**config.mk**
```make
export PLATFORM = sky130hd
export DESIGN_NAME = err_erase_top
export DESIGN_NICKNAME = d
export VERILOG_FILES = /design/src/rtl/dr_pkg.sv /design/src/rtl/dr_cell.sv /design/src/rtl/dr_relay.sv /design/src/rtl/dr_cascade.sv /design/src/rtl/dr_state_reg.sv /design/src/rtl/dr_decode.sv /design/src/rtl/err_erase_top.sv
export SDC_FILE = /design/constraint.sdc
export NUM_CORES = 1
export LEC_CHECK = 0
export ABC_AREA = 1
export BUFFER_PORTS_ARGS = -buffer_cell sky130_fd_sc_hd__clkbuf_2
export CORE_AREA = 2 2 39 41
export DETAILED_ROUTE_END_ITERATION = 12
export DIE_AREA = 0 0 41 43
export PLACE_DENSITY = 0.69
export SETUP_SLACK_MARGIN = 0.5
export SLEW_MARGIN = 30
export SYNTH_ARGS = -nofsm -noshare
export SYNTH_HDL_FRONTEND = slang
export SYNTH_SLANG_ARGS = --single-unit
```
**constraint.sdc**
```tcl
create_clock -name clk -period 1.6 [get_ports clk]
set_clock_uncertainty 0.05 [all_clocks]
set_input_delay 0.16 -clock clk [delete_from_list [all_inputs] [get_ports clk]]
set_output_delay 0.16 -clock clk [all_outputs]
set_load 0.02 [all_outputs]
```
**src/rtl/dr_pkg.sv**
```systemverilog
package dr_pkg;
  typedef logic [1:0] pair_t;

  localparam pair_t PAIR_ERR  = 2'b00;
  localparam pair_t PAIR_ONE  = 2'b10;
  localparam pair_t PAIR_ZERO = 2'b01;

  function automatic logic pair_err(input pair_t p);
    return (p == PAIR_ERR);
  endfunction

  function automatic pair_t pair_enc(input logic v);
    return v ? PAIR_ONE : PAIR_ZERO;
  endfunction

  function automatic logic pair_dec(input pair_t p);
    return (p == PAIR_ONE);
  endfunction
endpackage

```
**src/rtl/dr_cell.sv**
```systemverilog
// Two-in, two-out cascade cell: an error on either side blanks both sides.
module dr_cell
  import dr_pkg::*;
(
  input  pair_t a,
  input  pair_t b,
  output pair_t ya,
  output pair_t yb
);
  logic hit;
  assign hit = pair_err(a) | pair_err(b);
  assign ya  = hit ? PAIR_ERR : a;
  assign yb  = hit ? PAIR_ERR : b;
endmodule

```
**src/rtl/dr_relay.sv**
```systemverilog
// Single-output variant for positions whose value is discarded.
module dr_relay
  import dr_pkg::*;
(
  input  pair_t a,
  input  pair_t b,
  output pair_t ya
);
  assign ya = (pair_err(a) | pair_err(b)) ? PAIR_ERR : a;
endmodule

```
**src/rtl/dr_cascade.sv**
```systemverilog
// Down pass gathers any error at the bottom, up pass returns it to the top.
module dr_cascade
  import dr_pkg::*;
#(
  parameter int M    = 10,
  parameter int KEEP = 5
) (
  input  logic [2*M-1:0]    pin,
  output logic [2*KEEP-1:0] pout,
  output logic              sweep_err
);
  pair_t p [M];
  pair_t s [M];
  pair_t h [M-1];
  pair_t r [M];
  pair_t f [KEEP];

  for (genvar k = 0; k < M; k++) begin : g_split
    assign p[k] = pin[2*k +: 2];
  end

  assign s[0] = p[0];
  for (genvar k = 1; k < M; k++) begin : g_down
    dr_cell u_dn (.a(s[k-1]), .b(p[k]), .ya(h[k-1]), .yb(s[k]));
  end

  assign r[M-1] = s[M-1];
  for (genvar k = M - 1; k >= 1; k--) begin : g_up
    if (k < KEEP) begin : g_keep
      dr_cell u_up (.a(h[k-1]), .b(r[k]), .ya(r[k-1]), .yb(f[k]));
    end else begin : g_drop
      dr_relay u_rl (.a(h[k-1]), .b(r[k]), .ya(r[k-1]));
    end
  end
  assign f[0] = r[0];

  for (genvar k = 0; k < KEEP; k++) begin : g_join
    assign pout[2*k +: 2] = f[k];
  end

  assign sweep_err = pair_err(s[M-1]);
endmodule

```
**src/rtl/dr_state_reg.sv**
```systemverilog
module dr_state_reg
  import dr_pkg::*;
#(
  parameter int             N       = 3,
  parameter logic [N-1:0]   RST_VAL = '0
) (
  input  logic           clk,
  input  logic           rst,
  input  logic [2*N-1:0] d,
  output logic [2*N-1:0] q
);
  always_ff @(posedge clk) begin
    if (rst) begin
      for (int i = 0; i < N; i++) q[2*i +: 2] <= pair_enc(RST_VAL[i]);
    end else begin
      q <= d;
    end
  end
endmodule

```
**src/rtl/dr_decode.sv**
```systemverilog
module dr_decode
  import dr_pkg::*;
#(
  parameter int N = 2
) (
  input  logic [2*N-1:0] pairs,
  output logic [N-1:0]   bits
);
  for (genvar i = 0; i < N; i++) begin : g_dec
    assign bits[i] = pair_dec(pairs[2*i +: 2]);
  end
endmodule

```
**src/rtl/err_erase_top.sv**
```systemverilog
module err_erase_top #(
  parameter int              N_OUT   = 2,
  parameter int              N_ST    = 3,
  parameter int              N_IN    = 2,
  parameter logic [N_ST-1:0] RST_VAL = 3'b101
) (
  input  logic              clk,
  input  logic              rst,
  input  logic [2*N_OUT-1:0] core_out,
  input  logic [2*N_ST-1:0]  core_nxt,
  input  logic [2*N_IN-1:0]  in_copy,
  output logic [2*N_ST-1:0]  mem_pairs,
  output logic [2*N_OUT-1:0] out_pairs,
  output logic [N_OUT-1:0]   dout
);
  localparam int M    = N_OUT + 2 * N_ST + N_IN;
  localparam int KEEP = N_OUT + N_ST;

  logic [2*M-1:0]    chain_in;
  logic [2*KEEP-1:0] chain_out;
  logic [2*N_ST-1:0] mem_d;
  logic              sweep_err;

  // Position 0 is the top of the chain: outputs, then memory-bound, then copies.
  assign chain_in = {mem_pairs, in_copy, core_nxt, core_out};

  dr_cascade #(.M(M), .KEEP(KEEP)) u_casc (
    .pin      (chain_in),
    .pout     (chain_out),
    .sweep_err(sweep_err)
  );

  assign out_pairs = chain_out[0 +: 2*N_OUT];
  assign mem_d     = chain_out[2*N_OUT +: 2*N_ST];

  dr_state_reg #(.N(N_ST), .RST_VAL(RST_VAL)) u_mem (
    .clk(clk), .rst(rst), .d(mem_d), .q(mem_pairs)
  );

  dr_decode #(.N(N_OUT)) u_dec (.pairs(out_pairs), .bits(dout));
endmodule

```
# Word level (Yosys, flattened, before mapping)
# Cells that the tools add are included.
[op_classes]
n_reduce_logical = 39
bitwise = 18
eq_ne = 2
mux = 31
[ops]
columns = ["op", "count"]
rows = [
  ["$logic_not A2 Y1", 36],
  ["$mux W2", 30],
  ["$or A1 B1 Y1", 18],
  ["$reduce_or A2 Y1", 3],
  ["$eq A2 B2 Y1 const B", 2],
  ["$mux W1", 1],
]
[totals]
inputBits = 16
out_inout_bits = 12
ff_bits = 6
elab_cells = 94

# Logic depth before layout (Yosys ltp)
[logic_depth]
ltp_word = 55
mapped_depth = 7
mapped_depth_nobuf = 6

# By module
# A second synthesis with hierarchy kept.
[unflattened]
hier_cells = 179
area_unflattened_um2 = 787.0
[by_module_without_submodules]
columns = ["module", "cells_per_inst", "instances", "area_per_inst_um2", "seq_area_each_um2"]
rows = [
  ["dr_cell", 10, 13, 37.5, 0.0],
  ["dr_state_reg", 19, 1, 168.9, 120.1],
  ["dr_relay", 5, 5, 21.3, 0.0],
  ["dr_decode", 4, 1, 20.0, 0.0],
  ["dr_cascade", 1, 1, 3.8, 0.0],
]

# Least setup slack after synthesis
# No wires, ideal clock.
[synth_path]
kind = "register to output"
startpoint = "reg u_mem.q[2]"
endpoint = "out dout[0]"
required_time_ns = 1.390
arrival_ns = 1.206
n_path_buf = 0
path_stages_with_launch = 7
setup_slack_ns = 0.184
cell_sequence = "dfxtp_1 inv_1 nand2_1 nand3_1 nor2_4 nand3_1 nor2_1"
[synth_between]
elab_chain_cells = 34
elab_cells_between_ends = 38
classes_between = "eq/ne: 1; mux: 13; bitwise: 11; reduce/logical: 13"
[synth_rtl]
columns = ["item", "line_no", "source"]
rows = [
  ["start, declared", "dr_state_reg.sv:10", "output logic [2*N-1:0] q"],
  ["start signal, assigned", "dr_state_reg.sv:16", "q <= d;"],
  ["$logic_not A2 Y1", "dr_pkg.sv:9", "return (p == PAIR_ERR);"],
  ["$or A1 B1 Y1", "dr_cell.sv:11", "assign hit = pair_err(a) | pair_err(b);"],
  ["$mux W2", "dr_cell.sv:13", "assign yb = hit ? PAIR_ERR : b;"],
  ["$logic_not A2 Y1", "dr_pkg.sv:9", ""],
  ["$or A1 B1 Y1", "dr_cell.sv:11", ""],
  ["$mux W2 (on tied branches)", "dr_cell.sv:12, dr_cell.sv:13", ""],
  ["$logic_not A2 Y1 (on tied branches)", "-", ""],
  ["$or A1 B1 Y1", "dr_relay.sv:9", "assign ya = (pair_err(a) | pair_err(b)) ? PAIR_ERR : a;"],
  ["(+18 left out)", "-", ""],
  ["$mux W2 *", "dr_cell.sv:12", "assign ya = hit ? PAIR_ERR : a;"],
  ["$logic_not A2 Y1 *", "dr_pkg.sv:9", ""],
  ["$or A1 B1 Y1 *", "dr_cell.sv:11", ""],
  ["$mux W2 *", "dr_cell.sv:12", ""],
  ["$logic_not A2 Y1 *", "dr_pkg.sv:9", ""],
  ["$or A1 B1 Y1 *", "dr_cell.sv:11", ""],
  ["$mux W2 *", "dr_cell.sv:12", ""],
  ["$eq A2 B2 Y1 *", "dr_pkg.sv:17", "return (p == PAIR_ONE);"],
  ["end, declared", "err_erase_top.sv:14", "output logic [N_OUT-1:0] dout"],
]
# Every way passes the cells marked *; elsewhere a longest branch is shown, timed or not.

# Worst setup path in the final report
[layout_path]
startpoint = "reg u_mem.q[0]"
endpoint = "out dout[0]"
[layout_between]
elab_chain_cells = 37
elab_cells_between_ends = 43
classes_between = "eq/ne: 1; mux: 15; bitwise: 12; reduce/logical: 15"
[layout_rtl]
columns = ["item", "line_no"]
rows = [
  ["$logic_not A2 Y1", "dr_pkg.sv:9"],
  ["$or A1 B1 Y1", "dr_cell.sv:11"],
  ["$mux W2", "dr_cell.sv:13"],
  ["$logic_not A2 Y1", "dr_pkg.sv:9"],
  ["$or A1 B1 Y1", "dr_cell.sv:11"],
  ["$mux W2", "dr_cell.sv:13"],
  ["$logic_not A2 Y1", "dr_pkg.sv:9"],
  ["$or A1 B1 Y1", "dr_cell.sv:11"],
  ["(+21 left out)", "-"],
  ["$mux W2 *", "dr_cell.sv:12"],
  ["$logic_not A2 Y1 *", "dr_pkg.sv:9"],
  ["$or A1 B1 Y1 *", "dr_cell.sv:11"],
  ["$mux W2 *", "dr_cell.sv:12"],
  ["$logic_not A2 Y1 *", "dr_pkg.sv:9"],
  ["$or A1 B1 Y1 *", "dr_cell.sv:11"],
  ["$mux W2 *", "dr_cell.sv:12"],
  ["$eq A2 B2 Y1 *", "dr_pkg.sv:17"],
]
# Marked as above.

==> flow_metrics.py <==
metrics = {
    "detailed_routing": {
        "dr_total_vias": 443,
        "drc": 0,
        "firstDrtPassIters": 1,
        "wire_per_inst_um": 8.15,
        "routed_wl_um": 888,
        "ant_nets": 0,
        "drt_iter0_markers": 0,
        "avgViaCountPerCell": 4.06,
    },
    "floorplan": {
        "chipHeight_um": 43,
        "core_um2": 1380,
        "dieArea_um2": 1760,
        "io_pins": 28,
        "core.rowCount": 14,
        "start_util_pct": 28.3,
        "die_w_um": 41,
    },
    "place": {
        "io_buffers": 27,
        "dpl_cell_area_um2": 567,
        "routabilityCongestion": 0.705,
        "dp_hpwl_um": 655,
        "pre_cts_ws_ps": 263,
    },
    "worst_setup_path": {
        "worstSetupEndpointType": "output port",
        "worst_ep_required_time_ps": 1390,
        "worstPathArrival_ps": 1300,
        "crit_type": "reg -> out",
        "ff2ff_path_depth": 8,
        "reg2reg_from": "u_mem.q[0]",
        "ff2ff_setup_slack_ps": 360,
        "r2r-end": "u_mem.q[3]",
        "critPathLaunch": "u_mem.q[0]",
        "startpoint_type": "flip-flop",
        "cp_max_fo": 4,
    },
    "timing": {
        "slew_headroom_pct": 85.5,
        "whs_ps": 82.1,
        "max_freq_ghz": 0.662,
        "worstMarginPinSlew_ps": 216,
        "post-route-period-util_pct": 94.5,
        "layout_setup_ws_ps": 88.6,
        "hold_violations": 0,
        "setup_violations": 0,
        "drv_slew": 0,
        "rsz0062_at_grt": "true",
        "fin_crit_ps": 1510,
    },
    "synthesis": {
        "synthDistinctLibCells": 9,
        "yosysSeqAreaShare_pct": 30.7,
        "yosys_warnings": 0,
        "syn_area_um2": 392,
        "syn_avg_cell_area_um2": 6.12,
        "ys_seq_elements": 6,
        "synth_cells": 64,
        "syn_nets": 80,
    },
    "clocking": {
        "clk_pin_slew_ps": 50,
        "root_buffer": "clkbuf_4",
        "clk_latency_ps": 240,
        "cts_tree": "built",
        "cts_buffers": 3,
        "h-tree-depth": 1,
        "clock_path_buffers": 2,
        "clock_sinks": 6,
    },
    "power_and_ir_drop": {
        "peakVddDrop_uv": 193,
        "pwr_density_cell_nw_per_um2": 571,
        "p_leak_nw": 0.390,
    },
    "hold_path": {
        "min_to": "u_mem.q[4]",
        "hold_depth": 3,
        "min_path_type": "in -> reg",
        "hp-start": "core_nxt[4]",
    },
    "layout": {
        "fill_cells": 155,
        "fin_area_um2": 668,
        "seqCellArea_um2": 140,
        "areaGrowthSynthToFinish_pct": 70.6,
        "final_cell_mix": "21 x clkbuf_2, 17 x inv_1, 9 x nand2_1",
        "utilization_pct": 48.3,
        "layout.nets": 110,
        "top_regs": "u_mem.q (6)",
        "final_common_cell": "clkbuf_2",
        "diodes": 0,
        "drive_above_1_share_pct": 62.4,
        "multi_input_area_um2": 204,
        "largest_reg_flops": 6,
        "regMostFlops": "u_mem.q",
    },
    "global_route": {
        "grt_max_degree": 8,
        "antenna_found_initial": 0,
        "grt_pass1_vias": 390,
        "grt.overflow.total": 0,
        "grt_pass1_wl_mm": 1.37,
        "track_usage_pct": 11.9,
    },
    "status": {
        "status": "finished, final reports clean",
    },
    "flow_run": {
        "drv_cap": 0,
    },
}
## worst max-delay path, cell delays in order, from the launching register on
cell and delay [ps]:
dfxtp_4 340, inv_2 30, nand2_2 50, nand3_2 90, nor2_4 180, nand3_2 130, nor2_4 100, clkbuf_8 140
## cells by family after synthesis
group / after synthesis / share of synthesized area [%]
buf+inv: 26 / 28.8
flops: 6 / 30.7
simple gates: 32 / 40.6
## layer usage
metal / global-route usage (%) / routed length [um] / up-vias
li1: - / - / 235
met1: 12.1 / 299 / 183
met2: 18.8 / 485 / 23
met3: 1.57 / 84 / 2
met4: 12.0 / 19 / 0
met5: 0 / 0 / -
## through the flow
step           cells  TNS [ps]  power [W]
2_1_floorplan     64         0   0.000199
3_3_place_gp     103         0   0.000228
3_5_place_dp     103         0   0.000229
4_1_cts          108         0   0.000388
5_1_grt          109     -1.33   0.000417
6_report         109         0   0.000381
## power breakdown
group | total, W | switching (W) | internal (W)
clock | 0.000148 | 0.0000533 | 0.0000944
combinational | 0.0000818 | 0.0000477 | 0.0000341
sequential | 0.000152 | 0.00000251 | 0.000149
## worst max-delay path by stage
| stage | end | slack, ps | cells past startpoint |
|---|---|---|---|
| floorplan | out_pairs[3] | 360 | 7 |
| global placement | dout[1] | 270 | 7 |
| global route | dout[0] | -1 | 7 |
| detailed placement | dout[1] | 260 | 7 |
| finish | dout[0] | 90 | 7 |
| CTS | dout[1] | 100 | 7 |
## Yosys cell counts, drive strengths merged
| cell type | instances | share of area (%) |
|---|---|---|
| buf | 4 | 7.7 |
| nand3 | 9 | 14 |
| nand2 | 13 | 13 |
| nor2 | 10 | 13 |
| dfxtp | 6 | 31 |
| inv | 22 | 21 |
## cell type report
cell class / count / share of cell area [%]
clock buffer: 4 / 3.93
inverter: 22 / 12.4
timing repair buffer: 29 / 29.2
multi-input combinational: 32 / 30.5
tap: 16 / 3.00
sequential: 6 / 21.0
## repair_timing
action	CTS	global route
buffers inserted	1	1
pin swaps	2	5
hold buffers	0	0
endpoints found under the setup margin	6	12
gates resized for setup	16	6
(Power assumes the default switching activity.)
